[config.mk]
export PLATFORM = sky130hd
export DESIGN_NAME = sadc_reader
export DESIGN_NICKNAME = d
export VERILOG_FILES = /design/src/rtl/sadc_pkg.sv /design/src/rtl/sadc_phase_timer.sv /design/src/rtl/sadc_sequencer.sv /design/src/rtl/sadc_shifter.sv /design/src/rtl/sadc_reader.sv
export SDC_FILE = /design/constraint.sdc
export NUM_CORES = 1
export LEC_CHECK = 0
export ABC_CLOCK_PERIOD_IN_PS = 1790
export BUFFER_PORTS_ARGS = -buffer_cell sky130_fd_sc_hd__buf_2
export CAP_MARGIN = 20
export CORE_MARGIN = 3
export CORE_UTILIZATION = 49
export DETAILED_ROUTE_END_ITERATION = 8
export GPL_ROUTABILITY_DRIVEN = 0
export PLACE_DENSITY = 0.72
export SYNTH_ARGS = -nofsm -noshare
export SYNTH_HDL_FRONTEND = slang
export SYNTH_SLANG_ARGS = --single-unit
[constraint.sdc]
create_clock -name clk -period 1.79 [get_ports clk]
set_input_delay 0.4475 -clock clk [delete_from_list [all_inputs] [get_ports clk]]
set_output_delay 0.4475 -clock clk [all_outputs]
set_load 0.05 [all_outputs]
[src/rtl/sadc_pkg.sv]
package sadc_pkg;

    typedef enum logic {
        SEQ_IDLE = 1'b0,
        SEQ_RUN  = 1'b1
    } seq_state_t;

    // Count of phases in a frame: one settling low phase plus a high and
    // a low phase for each pulse.
    function automatic int unsigned frame_phases(input int unsigned lead, input int unsigned bits);
        return 1 + 2 * (lead + bits);
    endfunction

    // Width of a counter that holds values 0..n-1, at least one bit.
    function automatic int unsigned cnt_width(input int unsigned n);
        return (n > 1) ? $clog2(n) : 1;
    endfunction

endpackage

[src/rtl/sadc_phase_timer.sv]
module sadc_phase_timer #(
    parameter int unsigned HALF_PERIOD = 4
) (
    input  logic clk,
    input  logic rst,
    input  logic load_i,
    input  logic run_i,
    output logic expire_o
);
    import sadc_pkg::*;

    localparam int unsigned CW = cnt_width(HALF_PERIOD);
    localparam logic [CW-1:0] RELOAD = CW'(HALF_PERIOD - 1);

    logic [CW-1:0] cnt_q;

    always_ff @(posedge clk) begin
        if (rst) begin
            cnt_q <= '0;
        end else if (load_i) begin
            cnt_q <= RELOAD;
        end else if (run_i) begin
            if (cnt_q == '0) begin
                cnt_q <= RELOAD;
            end else begin
                cnt_q <= cnt_q - 1'b1;
            end
        end
    end

    assign expire_o = run_i && (cnt_q == '0);

endmodule

[src/rtl/sadc_sequencer.sv]
module sadc_sequencer #(
    parameter int unsigned LEAD_PULSES = 2,
    parameter int unsigned DATA_BITS   = 8
) (
    input  logic clk,
    input  logic rst,
    input  logic start_i,
    input  logic expire_i,
    output logic load_o,
    output logic run_o,
    output logic cs_n_o,
    output logic sclk_o,
    output logic sample_o,
    output logic last_o,
    output logic done_o
);
    import sadc_pkg::*;

    localparam int unsigned NPH          = frame_phases(LEAD_PULSES, DATA_BITS);
    localparam int unsigned PW           = cnt_width(NPH);
    localparam logic [PW-1:0] LAST_PH    = PW'(NPH - 1);
    localparam logic [PW-1:0] FIRST_SAMP = PW'(2 * (LEAD_PULSES + 1));

    seq_state_t    state_q;
    logic [PW-1:0] ph_q;
    logic          cs_n_q;
    logic          sclk_q;
    logic          done_q;

    assign load_o   = (state_q == SEQ_IDLE) && start_i;
    assign run_o    = (state_q == SEQ_RUN);
    assign last_o   = run_o && expire_i && (ph_q == LAST_PH);
    assign sample_o = run_o && expire_i && !ph_q[0] && (ph_q >= FIRST_SAMP);

    always_ff @(posedge clk) begin
        if (rst) begin
            state_q <= SEQ_IDLE;
            ph_q    <= '0;
            cs_n_q  <= 1'b1;
            sclk_q  <= 1'b0;
            done_q  <= 1'b0;
        end else begin
            done_q <= 1'b0;
            case (state_q)
                SEQ_IDLE: begin
                    if (start_i) begin
                        state_q <= SEQ_RUN;
                        ph_q    <= '0;
                        sclk_q  <= 1'b0;
                        cs_n_q  <= 1'b0;
                    end
                end
                SEQ_RUN: begin
                    if (expire_i) begin
                        if (ph_q == LAST_PH) begin
                            state_q <= SEQ_IDLE;
                            cs_n_q  <= 1'b1;
                            sclk_q  <= 1'b0;
                            done_q  <= 1'b1;
                        end else begin
                            ph_q   <= ph_q + 1'b1;
                            sclk_q <= ~ph_q[0];
                        end
                    end
                end
                default: state_q <= SEQ_IDLE;
            endcase
        end
    end

    assign cs_n_o = cs_n_q;
    assign sclk_o = sclk_q;
    assign done_o = done_q;

endmodule

[src/rtl/sadc_shifter.sv]
module sadc_shifter #(
    parameter int unsigned DATA_BITS = 8
) (
    input  logic                 clk,
    input  logic                 rst,
    input  logic                 sample_i,
    input  logic                 last_i,
    input  logic                 sdata_i,
    output logic [DATA_BITS-1:0] result_o
);
    logic [DATA_BITS-1:0] shift_q;
    logic [DATA_BITS-1:0] result_q;
    logic [DATA_BITS-1:0] shift_next;

    generate
        if (DATA_BITS > 1) begin : g_wide
            assign shift_next = {shift_q[DATA_BITS-2:0], sdata_i};
        end else begin : g_single
            assign shift_next = sdata_i;
        end
    endgenerate

    always_ff @(posedge clk) begin
        if (rst) begin
            shift_q  <= '0;
            result_q <= '0;
        end else begin
            if (sample_i) begin
                shift_q <= shift_next;
            end
            if (last_i) begin
                result_q <= shift_next;
            end
        end
    end

    assign result_o = result_q;

endmodule

[src/rtl/sadc_reader.sv]
module sadc_reader #(
    parameter int unsigned HALF_PERIOD = 4,
    parameter int unsigned LEAD_PULSES = 2,
    parameter int unsigned DATA_BITS   = 8
) (
    input  logic                 clk,
    input  logic                 rst,
    input  logic                 start_i,
    input  logic                 sdata_i,
    output logic                 cs_n_o,
    output logic                 sclk_o,
    output logic                 busy_o,
    output logic                 done_o,
    output logic [DATA_BITS-1:0] result_o
);
    logic tmr_load;
    logic tmr_run;
    logic tmr_expire;
    logic smp;
    logic last;

    sadc_phase_timer #(.HALF_PERIOD(HALF_PERIOD)) u_timer (
        .clk      (clk),
        .rst      (rst),
        .load_i   (tmr_load),
        .run_i    (tmr_run),
        .expire_o (tmr_expire)
    );

    sadc_sequencer #(.LEAD_PULSES(LEAD_PULSES), .DATA_BITS(DATA_BITS)) u_seq (
        .clk      (clk),
        .rst      (rst),
        .start_i  (start_i),
        .expire_i (tmr_expire),
        .load_o   (tmr_load),
        .run_o    (tmr_run),
        .cs_n_o   (cs_n_o),
        .sclk_o   (sclk_o),
        .sample_o (smp),
        .last_o   (last),
        .done_o   (done_o)
    );

    sadc_shifter #(.DATA_BITS(DATA_BITS)) u_shift (
        .clk      (clk),
        .rst      (rst),
        .sample_i (smp),
        .last_i   (last),
        .sdata_i  (sdata_i),
        .result_o (result_o)
    );

    assign busy_o = tmr_run;

endmodule

==> tab_implementation.tex <==
\begin{tabular}{lr}
\hline
Metric & Value \\
\hline
\multicolumn{2}{l}{\textbf{Setup path}} \\
Crit-path max cell delay & around 530 ps \\
Flop-to-flop setup slack & approximately 150 ps \\
Critical path fanouts, max & 8 \\
RR Endpoint & u\_seq.ph\_q[3]\$\_SDFFE\_PP0P\_ \\
First element of the critical path & u\_timer.cnt\_q[0]\$\_SDFFE\_PP0P\_ \\
Critical setup path kind & reg -> reg \\
Critical Path Source Type & register \\
Startpoint of the worst register-to-register path & u\_timer.cnt\_q[0]\$\_SDFFE\_PP0P\_ \\
Ordered list of cells on the worst path & inv\_1 -> ha\_1 -> nand2\_4 -> or4\_4 -> a211oi\_2 \\
Worst path depth & 5 \\
Critical path endpoint category & register \\
Buf+Inv Stages, Crit Path & 1 \\
Arrival time worst endpoint & $\sim$1900 ps \\
Highest-delay cell along the critical path & sky130\_fd\_sc\_hd\_\_or4\_4 \\
Crit path required time & slightly above 2000 ps \\
Worst setup path endpoint & u\_seq.ph\_q[3]\$\_SDFFE\_PP0P\_ \\
Worst reg2reg path depth & 5 \\
Cell family with most CP delay & simple AND/OR/NAND/NOR gates \\
\multicolumn{2}{l}{\textbf{Synth}} \\
Dominant register cell in the synthesized netlist & sky130\_fd\_sc\_hd\_\_dfxtp\_1 \\
Share of synthesized flip-flops with an asynchronous set or reset & 0\% \\
Flops \& latches, synth & 26 \\
Syn Std Cell Area & between 0.001 and 0.0015 mm2 \\
Synthesized area per cell & $\sim$9.2 um2 \\
Most frequently used cell type in the post-synthesis netlist & sky130\_fd\_sc\_hd\_\_dfxtp\_1 \\
Cell type with the largest total area after synthesis & sky130\_fd\_sc\_hd\_\_dfxtp\_1 \\
Yosys synthesis warning count & 0 \\
Count of flip-flops with a built-in enable after synthesis & 0 \\
Top cell type's share of synthesized area & a little under half \\
Top cells by area, synth & sky130\_fd\_sc\_hd\_\_dfxtp\_1, sky130\_fd\_sc\_hd\_\_mux2i\_1, sky130\_fd\_sc\_hd\_\_nand3\_1 \\
Distinct cell type count after synthesis & 31 \\
Fraction of the yosys area taken by sequential cells & a little under half \\
Most instantiated cells after synthesis & sky130\_fd\_sc\_hd\_\_dfxtp\_1, sky130\_fd\_sc\_hd\_\_nand3\_1, sky130\_fd\_sc\_hd\_\_a21oi\_1 \\
Number of nets produced by synthesis & approximately 130 \\
Post-synthesis instance total & 125 \\
\multicolumn{2}{l}{\textbf{Timing}} \\
Final clock skew & 0.8747 ps \\
Number of max-slew violations in the final report & 0 \\
Final Hold Fails & 0 \\
Max\_slew headroom & between 60\% and 70\% \\
Final critical path time including I/O delays and setup & 1642 ps \\
Setup repair after global routing missed its margin & no \\
Slew at the pin closest to its max-slew limit & around 470 ps \\
Max Clock Freq & 609.2 MHz \\
Setup TNS & 0 ps \\
Portion of the clock cycle consumed by the worst path in the final layout & 91.70\% \\
Final setup violation count & 0 \\
\multicolumn{2}{l}{\textbf{Drt}} \\
Number of antenna-violating nets in the routed design & 0 \\
Routed vias & 955 \\
Routed vias/inst & between 5 and 6 \\
Wire length per cell after detailed routing & 13.40 um \\
Total detailed-routing wirelength & around 2.3 mm \\
Detailed-router iteration count before antenna repair & 4 \\
DR DRC count & 0 \\
DRC violation total after the first TritonRoute iteration & 10 \\
\multicolumn{2}{l}{\textbf{Clocking}} \\
Post-CTS setup-driven buffer insertion count & 0 \\
TritonCTS Buffers & 3 \\
Number of gates given a new drive strength after cts & 0 \\
Skew-Pair Late Insertion Delay & roughly 310 ps \\
Clock Root Buffer & sky130\_fd\_sc\_hd\_\_clkbuf\_4 \\
TritonCTS clock tree & done \\
Post-CTS Hold Fix Bufs & 0 \\
Worst-path clk slew & between 100 and 150 ps \\
Number of clock sinks & 26 \\
H-Tree Depth & 1 \\
Clock buffer depth & 2 \\
\multicolumn{2}{l}{\textbf{Die}} \\
\# IOs & 16 \\
Floorplan die area & 0.002958 mm2 \\
DIE HEIGHT & roughly 54 um \\
Starting density of the core & about 55\% \\
Die X & about 54 um \\
Core Area & between 0.002 and 0.0025 mm2 \\
Std-Cell Rows & 16 \\
\multicolumn{2}{l}{\textbf{Global route}} \\
All-Layer GR Usage & 18.42\% \\
Maximum number of pins on one net before global-route repair & 30 \\
Vias in the first global route & 864 \\
First-pass GRT wire length & 3.850 mm \\
Total overflow reported by the global router & 0 \\
Number of antenna violations at the first check in global routing & 0 \\
\multicolumn{2}{l}{\textbf{Pwr}} \\
Maximum resistive drop on vdd & approximately 0.55 mV \\
Power density over the cells & about 760 mW/mm2 \\
LEAKAGE & between 0.5 and 0.6 nW \\
\multicolumn{2}{l}{\textbf{Cells and area}} \\
Share of final-layout standard cells stronger than drive strength 1 & 21.53\% \\
Area added between synthesis and finish & 15.05\% \\
Number of diodes added for antenna fixing & 0 \\
Fraction of the core area covered by cells at the end of the flow & approximately 63\% \\
Number of nets in the final layout & 153 \\
\multicolumn{2}{l}{\textbf{Min path}} \\
Class of the worst hold path & in -> reg \\
\multicolumn{2}{l}{\textbf{Place}} \\
Post-detail-place hpwl & 1.683 mm \\
Number of port buffers & 15 \\
\multicolumn{2}{l}{\textbf{Run}} \\
Number of maximum-capacitance constraint violations & 0 \\
\multicolumn{2}{l}{\textbf{Run status}} \\
Status & completed \\
\hline
\end{tabular}
[where the power goes]
group | internal (mW) | switching, mW | total [mW]
logic | 0.0383 | 0.0769 | 0.115
clock network | 0.124 | 0.165 | 0.289
registers | 0.592 | 0.00800 | 0.600
[metrics by stage]
step                      hold WS [ps]  std cells  worst slack (ps)  instance area (um2)  power (mW)
after CTS                        383.5        171             139.1                 1320       1.012
after detailed placement         448.7        167             166.1                 1284      0.7286
after floorplan                  444.2        125             128.9                 1147      0.6954
final                            388.7        171             148.5                 1320       1.004
after global placement           441.6        167             226.6                 1284      0.7262
after global routing             382.8        171             55.74                 1320       1.056
[area by class of cell]
class,instances,area (um2)
Clock buffer,4,36.28
Multi-Input combinational cell,85,571.8
Tap cell,27,33.78
Fill cell,209,762.0
Timing Repair Buffer,23,135.1
Sequential cell,26,520.5
Inverter,6,22.52
[logic make-up after synthesis]
| logic type | share of synthesized area (%) |
|---|---|
| AND/OR/NAND/NOR | 21.16 |
| multiplexers | 6.107 |
| AO/OA/AOI/OAI | 17.45 |
| XOR/XNOR | 0.7635 |
| buffers and inverters | 4.798 |
| flip-flops | 45.37 |
| adder cells (fa/ha/maj) | 4.362 |
[flip-flops by register name, summed over array words and instances (netlist names)]
name and cells:
u_shift.shift_q 7, u_seq.ph_q 5, u_timer.cnt_q 2, u_seq.sclk_o 1
u_seq.run_o 1, u_seq.done_o 1, u_seq.cs_n_o 1, u_shift.result_o 8
[per-layer routing]
metal / global-route usage (%) / wire length, um / up-vias
met1: 23.32 / 1019 / 452
met3: 3.270 / 93 / 4
li1: - / - / 479
met2: 30.08 / 1141 / 20
met5: 0 / 0 / -
met4: 8.714 / 38 / 0
[worst min path at each step]
stage                                               start                               end  slack, ps  cells past startpoint
after detailed placement        u_seq.cs_n_o$_SDFFE_PP1P_         u_seq.cs_n_o$_SDFFE_PP1P_        450                      1
after floorplan           u_shift.shift_q[0]$_SDFFE_PP0P_  u_shift.result_o[1]$_SDFFE_PP0P_        440                      2
after global routing                              sdata_i  u_shift.result_o[0]$_SDFFE_PP0P_        380                      3
final                                             sdata_i   u_shift.shift_q[0]$_SDFFE_PP0P_        390                      3
after CTS                                         sdata_i  u_shift.result_o[0]$_SDFFE_PP0P_        380                      3
after global placement          u_seq.cs_n_o$_SDFFE_PP1P_         u_seq.cs_n_o$_SDFFE_PP1P_        440                      1
[cells in the final DEF, fill, tap and decap left out, drive strengths merged, types with 2 or more instances in the layout]
cell	n
clkbuf	4
dfxtp	26
buf	23
a21oi	11
inv	6
nand3	14
nand2	3
o21ai	10
or4	2
ha	4
a211o	2
mux2i	7
nand2b	9
nor2	5
a211oi	6
nor3	3
[worst register-to-register path: stages, from the launching register on]
cell                       delay [ps]
sky130_fd_sc_hd__dfxtp_1          330
sky130_fd_sc_hd__inv_1             80
sky130_fd_sc_hd__ha_1             300
sky130_fd_sc_hd__nand2_4          130
sky130_fd_sc_hd__or4_4            530
sky130_fd_sc_hd__a211oi_2         210
Power figures use the tool's default switching activity.
